[config.mk]
export PLATFORM = sky130hd
export DESIGN_NAME = apb_wdog
export DESIGN_NICKNAME = d
export VERILOG_FILES = /design/src/rtl/apb_wdog.sv
export SDC_FILE = /design/constraint.sdc
export NUM_CORES = 1
export LEC_CHECK = 0
export BUFFER_PORTS_ARGS = -buffer_cell sky130_fd_sc_hd__buf_4
export CAP_MARGIN = 5
export CORE_UTILIZATION = 57
export CTS_CLUSTER_SIZE = 14
export DETAILED_ROUTE_END_ITERATION = 12
export MAX_ROUTING_LAYER = met4
export PLACE_DENSITY = 0.81
export SYNTH_ARGS = -nofsm -noshare
export SYNTH_HDL_FRONTEND = slang
export SYNTH_SLANG_ARGS = --single-unit
[constraint.sdc]
create_clock -name clk -period 3.7 [get_ports clk]
set_clock_uncertainty 0.1 [all_clocks]
set_input_delay 0.37 -clock clk [delete_from_list [all_inputs] [get_ports clk]]
set_output_delay 0.37 -clock clk [all_outputs]
set_load 0.05 [all_outputs]
[src/rtl/apb_wdog.sv]
`timescale 1ns/1ps
module apb_wdog #(
  parameter bit ALT_VARIANT = 1'b0,
  parameter int AW = 12,
  parameter int DW = 32
) (
  input  logic          clk,
  input  logic          rst_n,
  input  logic          psel,
  input  logic          penable,
  input  logic          pwrite,
  input  logic [AW-1:0] paddr,
  input  logic [DW-1:0] pwdata,
  output logic [DW-1:0] prdata,
  output logic          pready,
  output logic          pslverr,
  input  logic          cnt_en,
  output logic          wdog_irq,
  output logic          wdog_rst
);
  localparam int WW = AW - 2;
  localparam logic [DW-1:0] KEY    = DW'(32'h1ACC_E551);
  localparam logic [WW-1:0] W_LOAD = WW'(12'h000 >> 2);
  localparam logic [WW-1:0] W_CNT  = WW'(12'h004 >> 2);
  localparam logic [WW-1:0] W_CTRL = WW'(12'h008 >> 2);
  localparam logic [WW-1:0] W_ICLR = WW'(12'h00C >> 2);
  localparam logic [WW-1:0] W_RAW  = WW'(12'h010 >> 2);
  localparam logic [WW-1:0] W_MSK  = WW'(12'h014 >> 2);
  localparam logic [WW-1:0] W_LOCK = WW'(12'hC00 >> 2);
  localparam logic [WW-1:0] W_TCR  = WW'(12'hF00 >> 2);

  localparam logic [WW-1:0] W_TOP  = WW'(12'hF04 >> 2);

  logic [DW-1:0] load_q, count_q;
  logic [1:0]    ctrl_q, test_out_q;
  logic          run_q, raw_q, rst_q, locked_q, test_en_q;

  wire [WW-1:0] word  = paddr[AW-1:2];
  wire          wr_en = psel & penable & pwrite;
  wire          unused_ok = &{1'b0, paddr[1:0]};

  assign pready  = 1'b1;
  assign pslverr = 1'b0;

  assign wdog_irq = test_en_q ? test_out_q[1] : (raw_q & ctrl_q[0]);
  assign wdog_rst = test_en_q ? test_out_q[0] : (rst_q & ctrl_q[1]);

  function automatic logic [7:0] id_byte(input logic [3:0] i);
    case (i)
      4'h4:    id_byte = ALT_VARIANT ? 8'h00 : 8'h04;
      4'h8:    id_byte = ALT_VARIANT ? 8'h05 : 8'h24;
      4'h9:    id_byte = ALT_VARIANT ? 8'h18 : 8'hB8;
      4'hA:    id_byte = ALT_VARIANT ? 8'h18 : 8'h1B;
      4'hB:    id_byte = ALT_VARIANT ? 8'h01 : 8'h00;
      4'hC:    id_byte = 8'h0D;
      4'hD:    id_byte = 8'hF0;
      4'hE:    id_byte = 8'h05;
      4'hF:    id_byte = 8'hB1;
      default: id_byte = 8'h00;
    endcase
  endfunction

  always_comb begin
    prdata = '0;
    case (word)
      W_LOAD: prdata = load_q;
      W_CNT:  prdata = count_q;
      W_CTRL: prdata = DW'(ctrl_q);
      W_RAW:  prdata = DW'(raw_q);
      W_MSK:  prdata = DW'(raw_q & ctrl_q[0]);
      W_LOCK: prdata = DW'(locked_q);
      W_TCR:  prdata = DW'(test_en_q);
      default:
        if (&word[WW-1:4] && word[3:2] != 2'b00) prdata = DW'(id_byte(word[3:0]));
    endcase
  end

  always_ff @(posedge clk) begin
    if (!rst_n) begin
      load_q     <= '1;
      count_q    <= '1;
      ctrl_q     <= '0;
      test_out_q <= '0;
      run_q      <= 1'b0;
      raw_q      <= 1'b0;
      rst_q      <= 1'b0;
      locked_q   <= 1'b0;
      test_en_q  <= 1'b0;
    end else begin
      if (cnt_en && run_q) begin
        if (count_q == '0) begin
          if (!raw_q) begin
            raw_q   <= 1'b1;
            count_q <= load_q;
          end else begin
            rst_q <= 1'b1;
            run_q <= 1'b0;
          end
        end else begin
          count_q <= count_q - 1'b1;
        end
      end
      if (wr_en && word == W_LOCK) locked_q <= (pwdata != KEY);
      if (wr_en && !locked_q) begin
        case (word)
          W_LOAD: begin
            load_q  <= pwdata;
            count_q <= pwdata;
          end
          W_ICLR: begin
            raw_q   <= 1'b0;
            count_q <= load_q;
          end
          W_CTRL:
            if (!(ALT_VARIANT && ctrl_q[0])) begin
              ctrl_q <= pwdata[1:0];
              if (pwdata[0] && !ctrl_q[0]) begin
                count_q <= load_q;
                run_q   <= 1'b1;
              end else if (!pwdata[0] && ctrl_q[0]) begin
                run_q <= 1'b0;
              end
            end
          W_TCR: if (!ALT_VARIANT) test_en_q <= pwdata[0];
          W_TOP: if (!ALT_VARIANT) test_out_q <= pwdata[1:0];
          default: ;
        endcase
      end
    end
  end
endmodule

; After elaboration in Yosys (flattened, before gate mapping)
; Memories as Yosys holds them, arrays and structs flattened.
; Index checks and enable logic that the tools add are counted.
[classes]
add_sub_neg = 1
eq_ne = 9
n_mux = 21
bitwise = 5
n_reduce_logical = 18
[op_table]
columns = operator, count
row1 = $pmux 32 s7, 1
row2 = $mux 32, 5
row3 = $pmux 32 s3, 1
row4 = $logic_not 32->1, 1
row5 = $ne 32x29->1 const B, 1
row6 = $sub 32x1->32 const B, 1
row7 = $eq 10x10->1 const B, 3
row8 = $eq 10x2->1 const B, 2
row9 = $eq 10x3->1 const B, 2
row10 = $mux 1, 13
row11 = $eq 10x1->1 const B, 1
row12 = $logic_not 10->1, 1
row13 = $mux 8, 1
row14 = $reduce_and 2->1, 4
row15 = $logic_and 1x1->1, 6
row16 = $reduce_and 6->1, 1
row17 = $and 1x1->1, 5
row18 = $logic_not 1->1, 3
row19 = $reduce_and 3->1, 1
row20 = $reduce_bool 2->1, 1
[totals]
ff_bits = 73
romBits = 128
in_bits = 50
output_inout_bits = 36
n_memories = 1
[memory_table]
columns = name, words, width, read_ports, rd_clocked_by_memory_dff, wr, line
row1 = (name not given), 16, 8, 1, 0, 0, 49  ; case (i)

; Logic depth before layout (Yosys ltp)
; Gate-level depths: netlist of the first run.
[logic_depth]
depth_word = 7
mapped_depth = 12
mapped_depth_nobuf = 9

; Least setup slack after synthesis of the first run
; OpenSTA, ideal clock, no wires.
[synth_path]
path_kind = input to output
start = input paddr[3]
end = output prdata[3]
arrival_time_ns = 2.968
required_ns = 3.230
path_slack_ns = 0.262
cell_stages = 9
path_cell_list = inv_1 -> ha_1 -> clkbuf_1 -> or3b_2 -> clkbuf_1 -> nor3_2 -> clkbuf_1 -> a22oi_1 -> o22ai_1
[synth_between]
elab_chain_cells = 3
[synth_lines]
columns = element, line
row1 = start: declaration, 12  ; input logic [AW-1:0] paddr,
row2 = $mem_v2 16x8, --
row3 = $mux 8, 74  ; if (&word[WW-1:4] && word[3:2] != 2'b00) prdata = DW'(id_byte(word[3:0]));
row4 = $pmux 32 s7 *, 65  ; case (word)
row5 = end: declaration, 14  ; output logic [DW-1:0] prdata,
; Mark *: on every way between the ends. The rest lies on a longest branch, timed or not.

; Final worst setup path of the first run
[layout_path]
start = register count_q[0]
end = register count_q[26]
[layout_between]
elab_chain_cells = 6
[layout_lines]
columns = element, line
row1 = start: declaration, 34  ; logic [DW-1:0] load_q, count_q;
row2 = start signal: assignment, 94  ; count_q <= load_q;
row3 = start signal: assignment, 100  ; count_q <= count_q - 1'b1;
row4 = start signal: assignment, 108  ; count_q <= pwdata;
row5 = $sub 32x1->32 / $logic_not 32->1 (equally long branches), "100, 91"
row6 = $mux 32 *, 91  ; if (count_q == '0) begin
row7 = $mux 32 *, 90  ; if (cnt_en && run_q) begin
row8 = $mux 32, 117  ; if (pwdata[0] && !ctrl_q[0]) begin
row9 = $pmux 32 s3, 105  ; case (word)
row10 = $mux 32 *, 104  ; if (wr_en && !locked_q) begin
; Marks and branches as above.
; A chain may end at the register's enable or synchronous reset.

==> run_results.csv, run 1 <==
group,metric,value,unit
drt,first_iter_violations,632,
worst_hold_path,whs_path_depth,3,
die,fp-row-count,34,
power,p_switching,438.6,uW
finish,diodes,0,
clock_network,h-tree-depth,3,
logic_synthesis,yosys-top-cells-area,"dfxtp_1 29%, nand2_1 7.8%, a22o_1 4.3%",
drt,ant_nets,0,
power,combPwrFrac,0.096,
worst_setup_path,worstPathMaxFanout,15,
clock_network,cts.sinks,73,
drt,wl_per_cell,19.77,um
clock_network,numCtsBuffers,9,
power,power_density,282.0,nW/um^2
timing,setup_viol_count_final,0,
grt,overflow,0,
run,cap_violations,0,
logic_synthesis,yosysSeqAreaShare,0.2870,
worst_setup_path,rr_worst_depth,9,
grt,grt_max_degree,60,
clock_network,clock_latency,370,ps
clock_network,cts_setup_buffers,0,
clock_network,clk_pin_slew_worst_paths,80,ps
drt,firstDrtPassIters,6,
power,clkPwrFrac,0.424,
logic_synthesis,yosysTopAreaCell,"dfxtp_1",
drt,drc,0,
finish,layout_common_cells,"106 x nand2_1, 98 x buf_4, 73 x dfxtp_1, 53 x nor2_1, 37 x nand3_1",
worst_hold_path,worst_hold_path.endpoint,"load_q[28]",
finish,finish.net_count,799,
logic_synthesis,synth.top_cell.area_share,0.2870,
timing,rsz0062_at_grt,"no",
worst_setup_path,cp_data_required_time,3820,ps
logic_synthesis,syn-num-nets,742,
logic_synthesis,synth_area,5091,um^2
worst_setup_path,r2r-end,"count_q[26]",
timing,slew_viol_final,0,
timing,finalHoldViolCount,0,
worst_hold_path,hp-class,"in -> reg",
finish,utilization,0.6894,
worst_hold_path,hp-start,"pwdata[28]",
grt,grt_util_all_layers,0.3823,
clock_network,root_buffer,"clkbuf_8",
logic_synthesis,avgSynthCellArea,7.432,um^2
logic_synthesis,syn_inst,685,
clock_network,cts_max_path_buffers,2,
drt,vias,5811,
logic_synthesis,ys_types,68,
placed_design,gp_congestion,0.9865,
finish,area_growth,17.52,%
grt,grt_pass1_wl,26230,um
finish,n_fill_cell,762,
placed_design,dpl.hpwl,11740,um
worst_setup_path,cp_data_arrival_time,3250,ps
logic_synthesis,async_reset_ff_frac,0,
power,seqPwrFrac,0.480,
logic_synthesis,synth-main-ff-cell,"dfxtp_1",
finish,mostFrequentLayoutCell,"nand2_1",
timing,slew_headroom,0.3236,
clock_network,cts_hold_buffers,0,
clock_network,cts_resized,0,
die,num_io_pins,86,
logic_synthesis,ys_seq_elements,73,
die,die_h,96.51,um
grt,grt_pass1_vias,5282,
die,core,8678,um^2
timing,tightest_slew,1005,ps
logic_synthesis,synth_edf_count,0,
timing,clock.fmax,320.0,MHz
die,initial_utilization,0.5866,
drt,routed_wl,16900,um
drt,viasPerCell,6.796,
worst_setup_path,start_kind,"register",
worst_setup_path,worstReg2RegStart,"count_q[0]",
timing,fin_crit,3125,ps
logic_synthesis,ys_warn_count,0,
power,switching_share,0.2599,
clock_network,cts_tree,"yes",
timing,fin_setup_tns,0,ps
power,power.leakage,2.352,nW
worst_setup_path,r2r_setup_slack,580,ps
run_status,status,"finished clean",
worst_setup_path,end_kind,"register",
worst_setup_path,crit_type,"reg -> reg",
grt,antenna_found_initial,0,
placed_design,portBuffers,81,
die,die_area,9314,um^2
finish,drive_gt1_frac,0.1780,
timing,timing.final.crit_share,0.8445,
die,dieWidth,96.51,um
power,ir_drop,0.2194,mV
power,p_int,1.249,mW
critical path, stage by stage (launching register included):
cell,delay [ps]
dfxtp_1,380
inv_1,110
ha_1,140
nor4b_1,550
nand4_1,320
or3_4,540
nor2_2,470
a21oi_1,130
o211ai_1,130
o211ai_1,110
final cells by class:
cell class / instances / area [um^2] / share of cell area
clock buffers: 10 / 127.6 / 0.02133
clock inverters: 6 / 91.34 / 0.01527
inverters: 9 / 33.78 / 0.005646
multi-input cells: 550 / 3378 / 0.5646
flip-flops and latches: 73 / 1461 / 0.2442
well taps: 108 / 135.1 / 0.02258
repair buffers: 99 / 755.7 / 0.1263
state kept, by name (all words and copies together), names as in the netlist, 2 cells and up:
signal / count
count_q: 32
ctrl_q: 2
load_q: 32
test_out_q: 2
power groups by stage:
stage          clock, mW  sequential (mW)  combinational (mW)
6_report           0.715            0.811               0.161
5_1_grt            0.743            0.812               0.176
4_1_cts            0.711            0.810               0.158
3_5_place_dp           0            0.828               0.157
3_3_place_gp           0            0.827               0.152
2_1_floorplan          0            0.821              0.0897
kinds of logic (layout without fill, tap and decap cells):
family / after synthesis / after routing / share of synthesized area
buffers and inverters: 62 / 124 / 0.05234
XOR/XNOR: 3 / 3 / 0.005162
multiplexers: 21 / 21 / 0.04178
adder cells (fa/ha/maj): 7 / 7 / 0.01720
flip-flops: 73 / 73 / 0.2870
AND/OR/NAND/NOR: 308 / 308 / 0.3079
AO/OA/AOI/OAI: 209 / 209 / 0.2871
other: 2 / 2 / 0.001475
metrics by stage:
step	instance area, um^2	setup slack, ps	total power [mW]	instances	hold WS [ps]
2_1_floorplan	5091	261.7	0.9111	685	342.4
3_3_place_gp	5764	793.3	0.9794	839	362.1
3_5_place_dp	5764	648.9	0.9855	839	366.8
4_1_cts	5983	647.1	1.679	855	130.0
5_1_grt	5983	360.8	1.731	855	146.0
6_report	5983	575.3	1.687	855	127.8
Yosys cell counts (4+ instances only):
cell type	n
nand2_1	106
nand3_1	37
dfxtp_1	73
o211ai_1	18
o221ai_1	4
nor2_1	53
inv_1	9
nor4_1	11
ha_1	7
nand4_1	13
a31oi_1	8
mux2i_1	19
o22ai_1	5
nor2b_1	10
a211oi_1	6
or3_1	13
buf_1	5
a22oi_1	25
a21oi_1	31
a21o_1	13
clkbuf_1	40
nor3_1	24
a21boi_0	7
a211o_1	5
o31ai_1	4
a22o_1	25
or4_1	5
o21ai_0	36
per-layer routing:
metal | share of wire | track usage | up-vias
li1 | - | - | 2676
met1 | 0.40 | 0.4715 | 2681
met2 | 0.45 | 0.5986 | 378
met3 | 0.11 | 0.06964 | 76
met4 | 0.045 | 0.1924 | 0
met5 | 0 | - | -
how the worst max path moves through the flow:
stage | startpoint | cells after the start | slack, ps | end
detailed placement | count_q[0] | 9 | 650 | count_q[26]
CTS | count_q[0] | 9 | 650 | count_q[26]
global placement | count_q[0] | 9 | 790 | count_q[26]
floorplan | paddr[3] | 9 | 260 | prdata[3]
global route | count_q[0] | 9 | 360 | count_q[26]
finish | count_q[0] | 9 | 580 | count_q[26]
Note: power is estimated with default switching activity, not from simulation.
==> run 2: changes to the inputs <==
- clock period: 3.7 -> 3 ns (I/O delays scaled with it)
==> run_results.csv, run 2 (synthesis results as in run 1) <==
group,metric,value,unit
power,power.leakage,2.446,nW
clock_network,clk_pin_slew_worst_paths,90,ps
run,cap_violations,0,
drt,routed_wl,17270,um
drt,viasPerCell,6.876,
clock_network,cts_resized,0,
timing,slew_headroom,0.4883,
grt,overflow,0,
drt,drc,0,
worst_setup_path,path_common_cell,"buf_4",
finish,top_regs,"count_q x32, load_q x32",
timing,holdWs,60.98,ps
finish,fin_area,6133,um^2
timing,timing.final.crit_share,0.9544,
finish,final_cells,874,
grt,grt_use_met1,0.4825,
finish,finish.net_count,818,
worst_setup_path,end_kind,"primary output",
timing,slew_viol_final,0,
grt,grt_pass1_vias,5535,
grt,met3_usage,0.07981,
placed_design,portBuffers,81,
worst_setup_path,cp_top_family,"simple AND/OR/NAND/NOR gates",
finish,mostFrequentLayoutCell,"buf_4",
worst_setup_path,crit_slowest_cell,"or4_1",
die,core,8678,um^2
drt,vias,6010,
placed_design,gp_congestion,0.9818,
grt,grt_max_degree,46,
die,dieWidth,96.51,um
clock_network,cts_hold_buffers,0,
clock_network,root_buffer,"clkbuf_8",
die,die_area,9314,um^2
timing,fin_crit,2863,ps
timing,tightest_slew,760.6,ps
grt,grt_util_all_layers,0.3916,
worst_hold_path,hp-class,"in -> reg",
grt,busiest_layer,"met2",
placed_design,place.detailed.instances,858,
die,num_io_pins,86,
placed_design,dpl.hpwl,12150,um
finish,layout_common_cells,"117 x buf_4, 106 x nand2_1, 73 x dfxtp_1, 53 x nor2_1, 37 x nand3_1",
worst_setup_path,cp_cell_sequence,"buf_4 > or4_1 > nor2_1 > and3_1 > buf_4 > a22oi_1 > o21ai_2 > buf_4",
worst_setup_path,cp_data_required_time,2600,ps
worst_setup_path,cp_data_arrival_time,2460,ps
die,initial_utilization,0.5866,
clock_network,numCtsBuffers,9,
worst_setup_path,start_kind,"input port",
drt,firstDrtPassIters,6,
worst_setup_path,crit_type,"in -> out",
clock_network,cts_tree,"yes",
finish,area_growth,20.47,%
timing,finalHoldViolCount,0,
placed_design,place_area,5932,um^2
worst_setup_path,max_stage_delay,690,ps
clock_network,cts_max_path_buffers,2,
placed_design,pre_cts_ws,180.9,ps
power,ir_drop,0.2662,mV
drt,first_iter_violations,558,
drt,ant_nets,0,
clock_network,clock_latency,360,ps
run_status,status,"finished clean",
clock_network,cts_setup_buffers,0,
timing,setup_viol_count_final,0,
power,power_density,330.5,nW/um^2
clock_network,cts.sinks,73,
finish,drive_gt1_frac,0.2076,
clock_network,h-tree-depth,3,
timing,rsz0062_at_grt,"no",
die,fp-row-count,34,
timing,fin_ws,136.9,ps
die,die_h,96.51,um
worst_setup_path,worstPathMaxFanout,17,
grt,grt_util_met2,0.6015,
timing,clock.fmax,349.3,MHz
worst_setup_path,cp_num_buf_inv,3,
drt,wl_per_cell,19.76,um
finish,diodes,0,
timing,fin_setup_tns,0,ps
grt,antenna_found_initial,0,
grt,grt_pass1_wl,27240,um
[run 2: final cells by class]
| cell class | instances | area (um^2) |
|---|---|---|
| Multi-Input combinational cell | 550 | 3403 |
| Fill cell | 740 | 2545 |
| Sequential cell | 73 | 1461 |
| Timing Repair Buffer | 118 | 898.4 |
| Tap cell | 108 | 135.1 |
| Clock buffer | 9 | 123.9 |
| Clock inverter | 7 | 77.57 |
| Inverter | 9 | 33.78 |
[run 2: worst paths after layout]
check / start / endpoint / slack (ps) / cells after the start
setup / recovery: paddr[9] / prdata[4] / 140 / 8
hold / removal: pwdata[21] / load_q[21] / 60 / 3
setup reg to reg: count_q[0] / count_q[15] / 220 / 10
hold reg to reg: load_q[6] / load_q[6] / 380 / 1
[run 2: worst min-delay path: stages]
cell and delay, ps:
buf_4 90, nand2_1 40, nand3_1 70
[run 2: per-stage QoR]
stage / util / total power [mW]
after CTS: 0.7067 / 2.018
final: 0.7067 / 2.027
after detailed placement: 0.6835 / 1.218
after global routing: 0.7067 / 2.090
after floorplan: - / 1.125
after global placement: 0.6835 / 1.212
[run 2: power by group]
| part | internal [mW] | switching [mW] | total (mW) |
|---|---|---|---|
| sequential | 0.979 | 0.0211 | 1.00 |
| clock | 0.392 | 0.434 | 0.826 |
| combinational | 0.0910 | 0.111 | 0.202 |
[run 2: routing by layer]
layer | part of all wire | vias to the layer above
li1 | - | 2716
met1 | 0.40 | 2827
met5 | 0 | -
met2 | 0.45 | 394
met3 | 0.11 | 73
met4 | 0.043 | 0
